File: config.mk
export PLATFORM = sky130hd
export DESIGN_NAME = cu_idle_watch
export DESIGN_NICKNAME = d
export VERILOG_FILES = /design/src/rtl/cuiw_pkg.sv /design/src/rtl/cuiw_lane_decode.sv /design/src/rtl/cuiw_tally.sv /design/src/rtl/cuiw_idle_tracker.sv /design/src/rtl/cu_idle_watch.sv
export SDC_FILE = /design/constraint.sdc
export NUM_CORES = 1
export LEC_CHECK = 0
export ABC_AREA = 1
export ABC_CLOCK_PERIOD_IN_PS = 10100
export BUFFER_PORTS_ARGS = -buffer_cell sky130_fd_sc_hd__buf_2
export CORE_ASPECT_RATIO = 1.25
export CORE_MARGIN = 4
export CORE_UTILIZATION = 35
export DETAILED_ROUTE_END_ITERATION = 10
export PLACE_DENSITY_LB_ADDON = 0.05
export SLEW_MARGIN = 5
export SYNTH_ARGS = -nofsm -noshare
export SYNTH_HDL_FRONTEND = slang
export SYNTH_HIERARCHICAL = 1
export SYNTH_SLANG_ARGS = --single-unit
File: constraint.sdc
create_clock -name clk -period 10.1 [get_ports clk]
set_input_delay 1.515 -clock clk [delete_from_list [all_inputs] [get_ports clk]]
set_output_delay 1.515 -clock clk [all_outputs]
set_load 0.005 [all_outputs]
File: src/rtl/cuiw_pkg.sv
package cuiw_pkg;

  localparam int STATE_W = 3;

  typedef enum logic [STATE_W-1:0] {
    WS_STOPPED   = 3'd0,
    WS_RUNNING   = 3'd1,
    WS_STALLED   = 3'd2,
    WS_WAITCNT   = 3'd3,
    WS_BARRIER   = 3'd4,
    WS_RETURNING = 3'd5,
    WS_SPARE6    = 3'd6,
    WS_SPARE7    = 3'd7
  } wave_state_e;

  // idle class membership
  function automatic logic state_is_idle(input logic [STATE_W-1:0] s);
    return (s == WS_STOPPED) || (s == WS_STALLED) ||
           (s == WS_WAITCNT) || (s == WS_BARRIER);
  endfunction

endpackage

File: src/rtl/cuiw_lane_decode.sv
module cuiw_lane_decode
  import cuiw_pkg::*;
(
  input  logic               valid,
  input  logic [STATE_W-1:0] old_state,
  input  logic [STATE_W-1:0] new_state,
  output logic               enter_idle,
  output logic               leave_idle
);

  logic changed;

  always_comb begin
    changed    = valid && (old_state != new_state);
    enter_idle = changed && state_is_idle(new_state);
    leave_idle = changed && !state_is_idle(new_state)
                 && state_is_idle(old_state);
  end

endmodule

File: src/rtl/cuiw_tally.sv
module cuiw_tally #(
  parameter int LANES = 4,
  localparam int SUM_W = $clog2(LANES + 1)
) (
  input  logic [LANES-1:0] flags,
  output logic [SUM_W-1:0] total
);

  function automatic logic [SUM_W-1:0] count_ones(input logic [LANES-1:0] v);
    logic [SUM_W-1:0] acc;
    acc = '0;
    for (int i = 0; i < LANES; i++) begin
      acc = acc + SUM_W'(v[i]);
    end
    return acc;
  endfunction

  assign total = count_ones(flags);

endmodule

File: src/rtl/cuiw_idle_tracker.sv
module cuiw_idle_tracker #(
  parameter int CNT_W  = 6,
  parameter int TIME_W = 16,
  parameter int SUM_W  = 3,
  localparam int WIDE_W = CNT_W + 2
) (
  input  logic              clk,
  input  logic              rst_n,
  input  logic              enable,
  input  logic [SUM_W-1:0]  enter_sum,
  input  logic [SUM_W-1:0]  leave_sum,
  input  logic [CNT_W-1:0]  slot_total,
  input  logic [TIME_W-1:0] now_time,
  input  logic [TIME_W-1:0] timeout_limit,
  output logic [CNT_W-1:0]  idle_count,
  output logic [TIME_W-1:0] idle_since,
  output logic              timeout_err,
  output logic              count_fault,
  output logic              all_idle_now,
  output logic              limit_reached,
  output logic              trip,
  output logic              take_stamp,
  output logic              under_range,
  output logic              over_range
);

  logic signed [WIDE_W-1:0] raw_next;
  logic [CNT_W-1:0]         next_count;

  // elapsed time, modulo 2^TIME_W
  function automatic logic [TIME_W-1:0] time_gap(input logic [TIME_W-1:0] t_now,
                                                input logic [TIME_W-1:0] t_mark);
    return t_now - t_mark;
  endfunction

  // count plus entries minus exits, kept signed and wide
  function automatic logic signed [WIDE_W-1:0] apply_delta(input logic [CNT_W-1:0] c,
                                                          input logic [SUM_W-1:0] up,
                                                          input logic [SUM_W-1:0] dn);
    return $signed({2'b00, c}) + $signed(WIDE_W'(up)) - $signed(WIDE_W'(dn));
  endfunction

  always_comb begin
    all_idle_now  = (idle_count == slot_total);
    limit_reached = time_gap(now_time, idle_since) >= timeout_limit;
    trip          = enable && (leave_sum != '0) && all_idle_now && limit_reached;
    raw_next      = apply_delta(idle_count, enter_sum, leave_sum);
    under_range   = enable && (raw_next < 0);
    over_range    = enable && (raw_next > $signed({2'b00, slot_total}));
    if (under_range)     next_count = '0;
    else if (over_range) next_count = slot_total;
    else                 next_count = raw_next[CNT_W-1:0];
    take_stamp    = enable && (enter_sum != '0) && (next_count == slot_total);
  end

  always_ff @(posedge clk or negedge rst_n) begin
    if (!rst_n) begin
      idle_count  <= '0;
      idle_since  <= '0;
      timeout_err <= 1'b0;
      count_fault <= 1'b0;
    end else if (enable) begin
      idle_count <= next_count;
      if (take_stamp) idle_since <= now_time;
      if (trip) timeout_err <= 1'b1;
      if (under_range || over_range) count_fault <= 1'b1;
    end
  end

endmodule

File: src/rtl/cu_idle_watch.sv
module cu_idle_watch
  import cuiw_pkg::*;
#(
  parameter int LANES  = 4,
  parameter int CNT_W  = 6,
  parameter int TIME_W = 16,
  localparam int SUM_W = $clog2(LANES + 1)
) (
  input  logic                   clk,
  input  logic                   rst_n,
  input  logic [LANES-1:0]       evt_valid,
  input  logic [3*LANES-1:0]     evt_old,
  input  logic [3*LANES-1:0]     evt_new,
  input  logic [CNT_W-1:0]       slot_total,
  input  logic [TIME_W-1:0]      now_time,
  input  logic [TIME_W-1:0]      timeout_limit,
  output logic [CNT_W-1:0]       idle_count,
  output logic                   all_idle,
  output logic [TIME_W-1:0]      idle_since,
  output logic                   timeout_err,
  output logic                   count_fault
);

  logic [LANES-1:0] enter_vec;
  logic [LANES-1:0] leave_vec;
  logic [SUM_W-1:0] enter_sum;
  logic [SUM_W-1:0] leave_sum;
  logic             enable;
  logic             enter_any;
  logic             leave_any;
  logic             all_idle_now;
  logic             limit_reached;
  logic             trip;
  logic             take_stamp;
  logic             under_range;
  logic             over_range;

  assign enable    = (timeout_limit != '0);
  assign enter_any = |enter_vec;
  assign leave_any = |leave_vec;
  assign all_idle  = all_idle_now;

  for (genvar g = 0; g < LANES; g++) begin : g_lane
    cuiw_lane_decode u_dec (
      .valid      (evt_valid[g]),
      .old_state  (evt_old[STATE_W*g +: STATE_W]),
      .new_state  (evt_new[STATE_W*g +: STATE_W]),
      .enter_idle (enter_vec[g]),
      .leave_idle (leave_vec[g])
    );
  end

  cuiw_tally #(.LANES(LANES)) u_enter_tally (
    .flags (enter_vec),
    .total (enter_sum)
  );

  cuiw_tally #(.LANES(LANES)) u_leave_tally (
    .flags (leave_vec),
    .total (leave_sum)
  );

  cuiw_idle_tracker #(
    .CNT_W  (CNT_W),
    .TIME_W (TIME_W),
    .SUM_W  (SUM_W)
  ) u_track (
    .clk           (clk),
    .rst_n         (rst_n),
    .enable        (enable),
    .enter_sum     (enter_sum),
    .leave_sum     (leave_sum),
    .slot_total    (slot_total),
    .now_time      (now_time),
    .timeout_limit (timeout_limit),
    .idle_count    (idle_count),
    .idle_since    (idle_since),
    .timeout_err   (timeout_err),
    .count_fault   (count_fault),
    .all_idle_now  (all_idle_now),
    .limit_reached (limit_reached),
    .trip          (trip),
    .take_stamp    (take_stamp),
    .under_range   (under_range),
    .over_range    (over_range)
  );

endmodule

==> impl_summary.log <==
[metrics] required time worst endpoint: 10.24 ns
[metrics] DIE WIDTH: 96.94 um
[metrics] GR Util All Layers: 15.15%
[metrics] Setup CP Type: in -> reg
[metrics] r2r startpoint: u_track/idle_count[2]
[metrics] insertion delay to the later sink of the worst-skew pair: 0.26 ns
[metrics] final std cells w/o fill: 731
[metrics] number of iterations in the first detailed-routing pass: 4
[metrics] most utilized layer in the global route result: met2
[metrics] global route overflow: 0
[metrics] first-pass GRT wire length: 14.79 mm
[metrics] CTS tree: done
[metrics] vias in the first global route: 3285
[metrics] per-cell routed wire length: 12.03 um
[metrics] share of the core filled with cells: 42.53%
[metrics] initial standard-cell utilization of the core: 35.83%
[metrics] capturing point of the worst reg2reg path: u_track/idle_since[3]
[metrics] max incr delay on CP: 0.55 ns
[metrics] area enclosed by the die boundary: 11550 sq um
[metrics] cts-stage hold buffer count: 0
[metrics] vias after detailed routing: 3361
[metrics] standard cell with the maximum stage delay on the critical path: sky130_fd_sc_hd__fa_1
[metrics] Area Growth Syn to Fin: 18.69%
[metrics] fin crit period: 6.472 ns
[metrics] Post-Synthesis Net Count: 639
[metrics] Critical Path Source Type: primary input
[metrics] count of pins over their slew limit: 0
[metrics] root buf cell: sky130_fd_sc_hd__clkbuf_16
[metrics] final routed wirelength across all metal layers: 8.796 mm
[metrics] Residual DRC: 0
[metrics] antenna violations before repair: 0
[metrics] startpoint of the lowest-slack hold path: u_track/count_fault
[metrics] Relative slew margins: 57.83%
[metrics] path class of the lowest-slack min-delay path: reg -> reg
[metrics] Post CTS Setup Buffer Count: 0
[metrics] measured slew at the worst slew-check pin: 0.6311 ns
[metrics] quantity of I/O buffers inserted on ports: 92
[metrics] Final Setup Violations: 0
[metrics] Global Route met1 Usage: 17.70%
[metrics] Diodes inserted: 0
[metrics] deepest clock path buffer count: 2
[metrics] Routability Congestion: 0.7941
[metrics] Hold Vio Cnt, Final: 0
[metrics] clock transition at the registers of the reported paths: 0.06 ns
[metrics] Antenna Violating Nets Remaining: 0
[metrics] final worst clock skew: 0.005719 ns
[metrics] Vert. Die Dim: 119.2 um
[metrics] post-route setup TNS: 0 ns
[metrics] Maximum Capacitance Violations: 0
[metrics] Worst path most repeated cell: sky130_fd_sc_hd__nand2_1
[metrics] # resized after CTS: 0
[metrics] Worst Path Arrival: 6.61 ns
[metrics] end of the worst hold path: u_track/count_fault
[metrics] dpl cells: 727
[metrics] number of CTS-inserted buffers: 3
[metrics] largest net degree at the start of global routing: 25
[metrics] drt first-iter violations: 79
[metrics] unrepaired setup endpoints after global routing: false
[metrics] achievable clock frequency: 154.5 MHz
[metrics] routed via count divided by cell count: 4.598
[metrics] met3 global-route usage: 1.230%
[metrics] area of the placeable core: 9659 sq um
[metrics] Hold WS: 0.4592 ns
[metrics] maximum fanout along the worst path: 17
[metrics] syn avg cell area: 6.707 sq um
[metrics] CTS H-tree depth: 1
[metrics] clk sinks: 24
[metrics] Mapped Area: 3461 sq um
[metrics] Synthesis Warnings: 6
[metrics] final period utilization: 64.08%
[metrics] slack of the worst reg-to-reg path: 5.93 ns
[metrics] detailed placer's ending HPWL: 7.734 mm
[metrics] layout net count: 729
[metrics] share of final-layout standard cells stronger than drive strength 1: 19.50%
[metrics] top-level I/O count: 93
[metrics] Setup crit end kind: register
[metrics] worst hold path depth: 2
[metrics] placement row count: 40
[metrics] global routing usage on met2: 29.71%
[metrics] run status: finished clean
[metrics] depth of the most critical reg-to-reg path: 23
[metrics] gate count of the mapped netlist: 516
-- registers in the layout (all words and copies together), names as in the netlist --
register	count
u_track/timeout_err	1
u_track/idle_since	16
u_track/idle_count	6
u_track/count_fault	1
-- metrics by stage --
step,worst slack (ns),instance area [sq um]
after floorplan,4.093,3461
after global placement,3.427,4019
after detailed placement,3.378,4019
after CTS,3.641,4108
after global routing,3.141,4108
final,3.628,4108
-- per-layer routing --
metal	up-vias	part of all wire, %
li1	1815	-
met1	1484	42
met2	58	54
met3	4	3.1
met4	0	0.84
met5	-	0
-- final cells by class --
cell class,count,area [sq um]
tap,126,157.7
timing repair buffer,92,460.4
inverter,105,394.1
multi-input combinational,380,2406
sequential,24,600.6
clock buffer,4,88.84
fill,1081,5552
-- how the worst max path moves through the flow --
stage / end / start / slack (ns) / cells past startpoint
4_1_cts: u_track/idle_since[8] / evt_new[1] / 3.64 / 31
2_1_floorplan: u_track/idle_since[0] / evt_new[0] / 4.09 / 33
3_3_place_gp: u_track/idle_since[13] / evt_new[1] / 3.43 / 31
6_report: u_track/idle_since[3] / evt_new[1] / 3.63 / 31
3_5_place_dp: u_track/idle_since[8] / evt_new[1] / 3.38 / 31
5_1_grt: u_track/idle_since[4] / evt_new[3] / 3.14 / 32
-- placed cells by master (no fill, tap or decap), drive strengths merged --
cell type	n
buf	92
or2	2
clkbuf	4
o21ai	21
inv	105
nand2	149
a21boi	1
nand3	20
dfrtp	24
xor2	15
nor3	5
ha	49
a21o	3
xnor2	12
nand4	24
o211ai	5
fa	6
and2	1
a21oi	35
nor2	32
-- critical path, delay by kind of cell --
kind / cells / cell delay [ns]
adders and majority gates: 6 / 2.16
and+or+nand+nor: 16 / 1.87
AOI/OAI and AO/OA: 3 / 0.47
buffers and inverters: 5 / 0.32
xor gates and xnor gates: 1 / 0.29
Power is left out: the tool's default activity adds up to more than one toggle a clock period on the data nets, which glitch-free logic cannot reach.
